**src/rtl/rgbpwm_pkg.sv**
```systemverilog
package rgbpwm_pkg;

    localparam int unsigned PIXELS    = 16;
    localparam int unsigned CHANNELS  = 3;
    localparam int unsigned CODE_W    = 8;
    localparam int unsigned BRIGHT_W  = 5;

    localparam int unsigned N_CODES   = PIXELS * CHANNELS;
    localparam int unsigned CHAIN_W   = N_CODES * CODE_W;

    typedef enum logic [1:0] {
        CH_RED   = 2'd0,
        CH_GREEN = 2'd1,
        CH_BLUE  = 2'd2
    } chan_e;

    // Position of a code in the flat output vector.
    function automatic int unsigned code_index(int unsigned pix, chan_e ch);
        return pix * CHANNELS + int'(ch);
    endfunction

endpackage

```
**src/rtl/rgbpwm_shift_chain.sv**
```systemverilog
module rgbpwm_shift_chain #(
    parameter int unsigned CHAIN_W = rgbpwm_pkg::CHAIN_W
) (
    input  logic               clk_i,
    input  logic               rst_i,
    input  logic               sclk_i,
    input  logic               sdi_i,
    output logic [CHAIN_W-1:0] chain_o,
    output logic               sdo_o
);

    logic               sclk_q;
    logic               shift_en;
    logic [CHAIN_W-1:0] chain_q;

    assign shift_en = sclk_i & ~sclk_q;

    always_ff @(posedge clk_i) begin
        if (rst_i) begin
            sclk_q  <= 1'b0;
            chain_q <= '0;
        end else begin
            sclk_q <= sclk_i;
            if (shift_en) begin
                chain_q <= {chain_q[CHAIN_W-2:0], sdi_i};
            end
        end
    end

    assign chain_o = chain_q;
    assign sdo_o   = chain_q[CHAIN_W-1];

    AST_SHIFT_ENTRY: assert property (@(posedge clk_i) disable iff (rst_i)
        shift_en |=> chain_q[0] == $past(sdi_i));
    AST_CHAIN_QUIET: assert property (@(posedge clk_i) disable iff (rst_i)
        !shift_en |=> $stable(chain_q));

endmodule

```
**src/rtl/rgbpwm_timebase.sv**
```systemverilog
module rgbpwm_timebase #(
    parameter int unsigned CODE_W   = rgbpwm_pkg::CODE_W,
    parameter int unsigned BRIGHT_W = rgbpwm_pkg::BRIGHT_W
) (
    input  logic                clk_i,
    input  logic                rst_i,
    output logic [CODE_W-1:0]   cnt_o,
    output logic [BRIGHT_W-1:0] sub_o,
    output logic                wrap_o
);

    localparam logic [CODE_W-1:0]   CNT_LAST = CODE_W'((1 << CODE_W) - 2);
    localparam logic [BRIGHT_W-1:0] SUB_LAST = BRIGHT_W'((1 << BRIGHT_W) - 2);

    logic [CODE_W-1:0]   cnt_q;
    logic [BRIGHT_W-1:0] sub_q;
    logic                wrap;

    assign wrap = (cnt_q == CNT_LAST);

    always_ff @(posedge clk_i) begin
        if (rst_i) begin
            cnt_q <= '0;
            sub_q <= '0;
        end else if (wrap) begin
            cnt_q <= '0;
            sub_q <= (sub_q == SUB_LAST) ? '0 : sub_q + 1'b1;
        end else begin
            cnt_q <= cnt_q + 1'b1;
        end
    end

    assign cnt_o  = cnt_q;
    assign sub_o  = sub_q;
    assign wrap_o = wrap;

    AST_CNT_WRAP: assert property (@(posedge clk_i) disable iff (rst_i)
        cnt_q == CNT_LAST |=> cnt_q == '0);
    AST_CNT_STEP: assert property (@(posedge clk_i) disable iff (rst_i)
        cnt_q != CNT_LAST |=> cnt_q == $past(cnt_q) + 1'b1);
    AST_SUB_RANGE: assert property (@(posedge clk_i) disable iff (rst_i)
        sub_q <= SUB_LAST);

endmodule

```
**src/rtl/rgbpwm_frame_latch.sv**
```systemverilog
module rgbpwm_frame_latch #(
    parameter int unsigned CHAIN_W  = rgbpwm_pkg::CHAIN_W,
    parameter int unsigned BRIGHT_W = rgbpwm_pkg::BRIGHT_W
) (
    input  logic                clk_i,
    input  logic                rst_i,
    input  logic                strobe_i,
    input  logic                wrap_i,
    input  logic [CHAIN_W-1:0]  chain_i,
    input  logic [BRIGHT_W-1:0] bright_i,
    output logic [CHAIN_W-1:0]  active_o,
    output logic [BRIGHT_W-1:0] bright_o
);

    logic [CHAIN_W-1:0]  staged_q;
    logic [CHAIN_W-1:0]  active_q;
    logic [BRIGHT_W-1:0] bright_q;

    always_ff @(posedge clk_i) begin
        if (rst_i) begin
            staged_q <= '0;
            active_q <= '0;
            bright_q <= '0;
        end else begin
            if (strobe_i) begin
                staged_q <= chain_i;
            end
            if (wrap_i) begin
                active_q <= staged_q;
                bright_q <= bright_i;
            end
        end
    end

    assign active_o = active_q;
    assign bright_o = bright_q;

    AST_ACTIVE_HOLD: assert property (@(posedge clk_i) disable iff (rst_i)
        !wrap_i |=> $stable(active_q));
    AST_BRIGHT_HOLD: assert property (@(posedge clk_i) disable iff (rst_i)
        !wrap_i |=> $stable(bright_q));

endmodule

```
**src/rtl/rgbpwm_pixel_driver.sv**
```systemverilog
module rgbpwm_pixel_driver
    import rgbpwm_pkg::*;
#(
    parameter int unsigned NPIX   = PIXELS,
    parameter int unsigned CW     = CODE_W,
    parameter int unsigned BW     = BRIGHT_W
) (
    input  logic                       clk_i,
    input  logic                       rst_i,
    input  logic                       sclk_i,
    input  logic                       sdi_i,
    input  logic                       strobe_i,
    input  logic                       gate_i,
    input  logic [BW-1:0]              bright_i,
    output logic                       sdo_o,
    output logic [NPIX*CHANNELS-1:0]   pwm_o
);

    localparam int unsigned NC  = NPIX * CHANNELS;
    localparam int unsigned CHW = NC * CW;

    logic [CHW-1:0] chain;
    logic [CHW-1:0] active;
    logic [BW-1:0]  bright_use;
    logic [CW-1:0]  cnt;
    logic [BW-1:0]  sub;
    logic           wrap;
    logic           sub_lit;
    logic [NC-1:0]  lit;

    rgbpwm_shift_chain #(.CHAIN_W(CHW)) u_chain (
        .clk_i   (clk_i),
        .rst_i   (rst_i),
        .sclk_i  (sclk_i),
        .sdi_i   (sdi_i),
        .chain_o (chain),
        .sdo_o   (sdo_o)
    );

    rgbpwm_timebase #(.CODE_W(CW), .BRIGHT_W(BW)) u_time (
        .clk_i  (clk_i),
        .rst_i  (rst_i),
        .cnt_o  (cnt),
        .sub_o  (sub),
        .wrap_o (wrap)
    );

    rgbpwm_frame_latch #(.CHAIN_W(CHW), .BRIGHT_W(BW)) u_latch (
        .clk_i    (clk_i),
        .rst_i    (rst_i),
        .strobe_i (strobe_i),
        .wrap_i   (wrap),
        .chain_i  (chain),
        .bright_i (bright_i),
        .active_o (active),
        .bright_o (bright_use)
    );

    assign sub_lit = (sub < bright_use);

    // Code j sits at the top end of the chain first: MSB of code 0 was sent first.
    for (genvar p = 0; p < NPIX; p++) begin : g_pix
        for (genvar c = 0; c < CHANNELS; c++) begin : g_ch
            localparam int unsigned J = p * CHANNELS + c;
            logic [CW-1:0] code;
            assign code   = active[CHW-1-CW*J -: CW];
            assign lit[J] = (cnt < code);
        end
    end

    assign pwm_o = (gate_i && sub_lit) ? lit : '0;

    AST_RESET_DARK: assert property (@(posedge clk_i)
        rst_i |=> (pwm_o == '0 && sdo_o == 1'b0));
    AST_ZERO_BRIGHT_DARK: assert property (@(posedge clk_i) disable iff (rst_i)
        (bright_use == '0) |-> (pwm_o == '0));

endmodule

```
**config.mk**
```make
export PLATFORM = sky130hd
export DESIGN_NAME = rgbpwm_pixel_driver
export DESIGN_NICKNAME = d
export VERILOG_FILES = /design/src/rtl/rgbpwm_pkg.sv /design/src/rtl/rgbpwm_shift_chain.sv /design/src/rtl/rgbpwm_timebase.sv /design/src/rtl/rgbpwm_frame_latch.sv /design/src/rtl/rgbpwm_pixel_driver.sv
export SDC_FILE = /design/constraint.sdc
export NUM_CORES = 2
export LEC_CHECK = 0
export CAP_MARGIN = 20
export CORE_MARGIN = 1.5
export CORE_UTILIZATION = 35
export DETAILED_ROUTE_END_ITERATION = 8
export PLACE_DENSITY = 0.6
export SYNTH_ARGS = -nofsm -noshare
export SYNTH_HDL_FRONTEND = slang
export SYNTH_SLANG_ARGS = --single-unit
```
**constraint.sdc**
```tcl
create_clock -name clk_i -period 3.1 [get_ports clk_i]
set_input_delay 0.62 -clock clk_i [delete_from_list [all_inputs] [get_ports clk_i]]
set_output_delay 0.62 -clock clk_i [all_outputs]
set_load 0.005 [all_outputs]
```
==> results.txt <==
----------------------------------------------------
[Status]
  Run status ... finished, violations left
  Violations in the final reports ... negative setup slack

[CTS]
  Clock buffers created by TritonCTS ... 112
  TritonCTS sink count ... 1171
  Clock input transition at the sequential cells of the worst setup and hold paths ... 0.07 ns
  Post-cts hold buffer count ... 0
  Master cell of the clock root buffer ... clkbuf_16
  Clock Path Buffers ... 3
  Insertion delay to the later sink of the worst-skew pair ... 0.68 ns
  CTS tree ... yes
  Number of H-tree levels ... 3

[STA]
  Fin crit period ... 3.23 ns
  Tightest Pin Transition ... 0.945 ns
  Final-report setup violation count ... 25
  Final max-slew violation count ... 0
  RSZ-0062 raised after global routing ... yes
  Worst-case clock skew ... 0.0139 ns
  Final setup margin ... -0.126 ns
  Relative slew margins ... 0.370
  Final Cycle Share ... 1.04
  Achievable frequency ... 0.310 GHz
  Worst hold margin ... 0.297 ns
  Number of endpoints with negative hold slack in the final report ... 0

[Yosys]
  Biggest area contributors in the synthesized netlist ... dfxtp_1 48%, nand2_1 12%, a21oi_1 9.0%, ha_1 8.8%, mux2i_1 7.9%
  Portion of synthesized cell area occupied by the leading cell type ... 0.482
  Synthesized Nets ... 6146
  Unique cell type count in the Yosys netlist ... 32
  Number of enable-type register cells in the synthesized netlist ... 0
  Number of cells produced by synthesis ... 5791
  Synth async-reset ratio ... 0
  Mean cell area of the mapped netlist ... 8.41 µm²
  Yosys synthesis warning count ... 0
  Cell accounting for the most synthesized area ... dfxtp_1
  Ys flop type ... dfxtp_1
  Sequential fraction of the synthesis area ... 0.482
  Number of synthesized register bits ... 1171
  Post-Synthesis Cell Area ... 48700 µm²

[Drt]
  Post-DRT Antenna Nets ... 0
  DRC Markers ... 0
  Count of routing violations after the opening detailed-route iteration ... 2114
  WL per Instance ... 15.3 µm
  Total via count after detailed routing ... 37500
  Number of optimization iterations in the first detailed-route pass ... 5
  Per-cell via count in the routed design ... 4.88
  Total Wirelength ... 117000 µm

[GRT]
  Initial antenna violation count ... 3
  Met3 Resource Use GR ... 0.0232
  Maximum number of pins on one net before global-route repair ... 143
  Total congestion overflow ... 0
  Met1 Use GR ... 0.212
  GRT Resource Usage Total ... 0.161
  GR Util met2 ... 0.275
  Global-route wire length before repair ... 188000 µm
  Busiest layer in global routing ... met2
  Via count of the first global-routing pass ... 36300

[Job]
  Max cap viols ... 0

[Placed design]
  Dpl ws ... -0.130 ns
  GP Congestion ... 0.749
  Number of buffer cells added on primary ports ... 59
  Post-detailed-placement half-perimeter wirelength ... 69700 µm
  Dpl cells ... 7404

[Finish]
  Number of inserted filler cells in the final layout ... 13400
  Fraction of final layout cells sized beyond drive strength 1 ... 0.104
  Non-filler instance count after layout ... 7685
  Sequential cell area ... 23500 µm²
  Layout overhead on the synthesized area ... 18.5%
  Number of diodes added for antenna fixing ... 0
  # nets final ... 6151
  Multi-input combinational cell area ... 23900 µm²

[Worst setup path]
  Critical-path maximum fanout ... 4
  Setup CP Type ... flip-flop to output port
  Reg-to-Reg Start ... u_time.cnt_o[0]$_SDFF_PP0_
  Max stage delay on crit path ... 0.35 ns
  Capturing point of the worst reg2reg path ... u_latch.active_o[315]$_SDFFE_PP0P_
  Kind of cell adding the most delay to the critical path ... buffers and inverters
  Worst EP required ... 2.48 ns
  Register-to-register path setup slack ... 0.54 ns
  Cell-by-cell trace of the critical path ... buf_12 -> buf_6 -> buf_16 -> buf_6 -> ha_4 -> a21o_1 -> a21o_1 -> a21oi_2 -> o211a_1 -> clkdlybuf4s15_2
  Worst setup endpoint ... pwm_o[18]
  Data arrival at the endpoint of the critical path ... 2.61 ns
  Worst r2r path cells ... 8
  CP Capture Type ... output port
  Startpoint kind of the worst setup timing path ... flip-flop
  Bufs and invs on worst path ... 5
  Startpoint of the worst setup timing path ... u_time.cnt_o[5]$_SDFF_PP0_
  Stages on worst setup path ... 10
  Cell type of the slowest stage on the worst timing path ... dfxtp_4

[Power and ir drop]
  Total internal power ... 23.6 mW
  Sequential cell fraction of total power ... 0.494
  Static power due to leakage ... 22.0 nW
  Clock share of power ... 0.452
  Gate power share ... 0.054
  Maximum resistive drop on vdd ... 0.000456 V
  Share of total power consumed by net switching ... 0.228
  Pwr per Cell Area ... 529 nW/µm²
  Sw Pwr ... 6.95 mW

[Die]
  Height of the chip ... 376 µm
  Starting density of the core ... 0.354
  Site row count ... 136
  Placeable core region ... 138000 µm²
  Die extent in x ... 376 µm
  IO Pins ... 60
  Die ar. ... 141000 µm²

[Worst hold path]
  Worst hold-check path type ... primary input to flip-flop
  Hold Path Origin ... rst_i

----------------------------------------------------
==> area by class of cell <==
class | instances | area share
clock inverters | 44 | 0.00794
repair buffers | 249 | 0.0537
inverters | 343 | 0.0223
flip-flops and latches | 1171 | 0.407
multi-input cells | 3919 | 0.414
well taps | 1794 | 0.0389
clock buffers | 165 | 0.0565
==> cell usage in the layout (no fill, tap or decap), drive strengths merged, types with 2 or more instances in the layout <==
cell,Yosys,final
nor2b,3,3
clkbuf,287,174
o31ai,2,2
a21oi,876,876
nand2,1555,1555
buf,71,227
nor2,388,388
inv,343,344
xnor2,3,3
or4,2,2
o21bai,48,48
o211a,48,48
nand4,48,48
nor3b,48,48
dfxtp,1171,1171
xor2,2,2
mux2i,384,384
clkdlybuf4s50,0,9
nor3,9,9
or3,3,3
clkinv,0,29
nand3,3,3
bufinv,0,8
clkinvlp,0,6
o21ai,50,50
ha,344,344
a21o,96,96
clkdlybuf4s15,0,3
==> metrics by stage <==
step	utilization	setup TNS (ns)	total power, mW	instance area (µm²)
6_report	0.419	-0.900	30.5	57700
5_1_grt	0.419	-4.23	31.6	57700
4_1_cts	0.415	-2.72	30.8	57100
3_5_place_dp	0.376	-0.186	16.8	51800
3_3_place_gp	0.376	-0.0960	16.8	51800
2_1_floorplan	-	0	16.3	48700
==> worst min-delay path by stage <==
stage                                         end  slack (ns)  depth (start not counted)
5_1_grt        u_latch.staged_q[148]$_SDFFE_PP0P_        0.27                          2
3_3_place_gp    u_latch.active_o[82]$_SDFFE_PP0P_        0.44                          2
4_1_cts        u_latch.staged_q[154]$_SDFFE_PP0P_        0.27                          2
2_1_floorplan    u_latch.active_o[0]$_SDFFE_PP0P_        0.43                          2
3_5_place_dp   u_latch.active_o[312]$_SDFFE_PP0P_        0.44                          2
6_report       u_latch.staged_q[148]$_SDFFE_PP0P_        0.30                          2
==> timing repair <==
action,4_1_cts,5_1_grt
gates resized for setup,371,120
cloned,4,3
endpoints found under the setup margin,48,47
buffers inserted,52,28
pin swaps,80,91
hold endpoints to repair,0,0
==> worst reg2reg max path, cell delays in order, from the launching register on <==
cell and delay [ns]:
dfxtp_4 0.52, buf_6 0.24, inv_1 0.07, ha_1 0.20, nand2_1 0.10, or3_4 0.23, buf_4 0.72, nand2_1 0.21
a21oi_1 0.18
==> per-layer routing <==
| layer | up-vias | part of all wire | wire, µm |
|---|---|---|---|
| met2 | 418 | 0.47 | 55700 |
| met3 | 115 | 0.034 | 3930 |
| met1 | 17900 | 0.47 | 55500 |
| li1 | 19000 | - | - |
| met4 | 0 | 0.019 | 2290 |
| met5 | - | 0 | 0 |
==> power by group through the flow <==
stage	registers, mW	logic (mW)	clock network (mW)
finish	15.1	1.65	13.8
detailed placement	15.4	1.42	0
global route	15.1	1.77	14.7
global placement	15.4	1.42	0
CTS	15.1	1.57	14.1
floorplan	15.4	0.839	0
==> registers in the layout (all words and copies together), names as in the netlist <==
register	flops
u_latch.active_o	384
u_latch.staged_q	384
u_chain.chain_o	384
u_time.sub_o	5
u_time.cnt_o	8
u_latch.bright_o	5
u_chain.sclk_q	1
==> cells in the mapped netlist (all sizes together), types with 9 or more instances <==
library cell,number
nand2,1555
dfxtp,1171
a21oi,876
nor2,388
mux2i,384
ha,344
inv,343
clkbuf,287
a21o,96
buf,71
o21ai,50
nand4,48
nor3b,48
o211a,48
o21bai,48
nor3,9
==> cell families (layout without fill, tap and decap cells) <==
kind of cell,count (synthesis),after routing,share of synthesized area
adder cells (fa/ha/maj),344,344,0.0884
AO/OA/AOI/OAI,1124,1124,0.128
buffers and inverters,701,801,0.0556
AND/OR/NAND/NOR,2062,2062,0.166
multiplexers,384,384,0.0790
XOR/XNOR,5,5,0.000900
flip-flops,1171,1171,0.482
No activity file was read; power rests on OpenSTA's default activity.
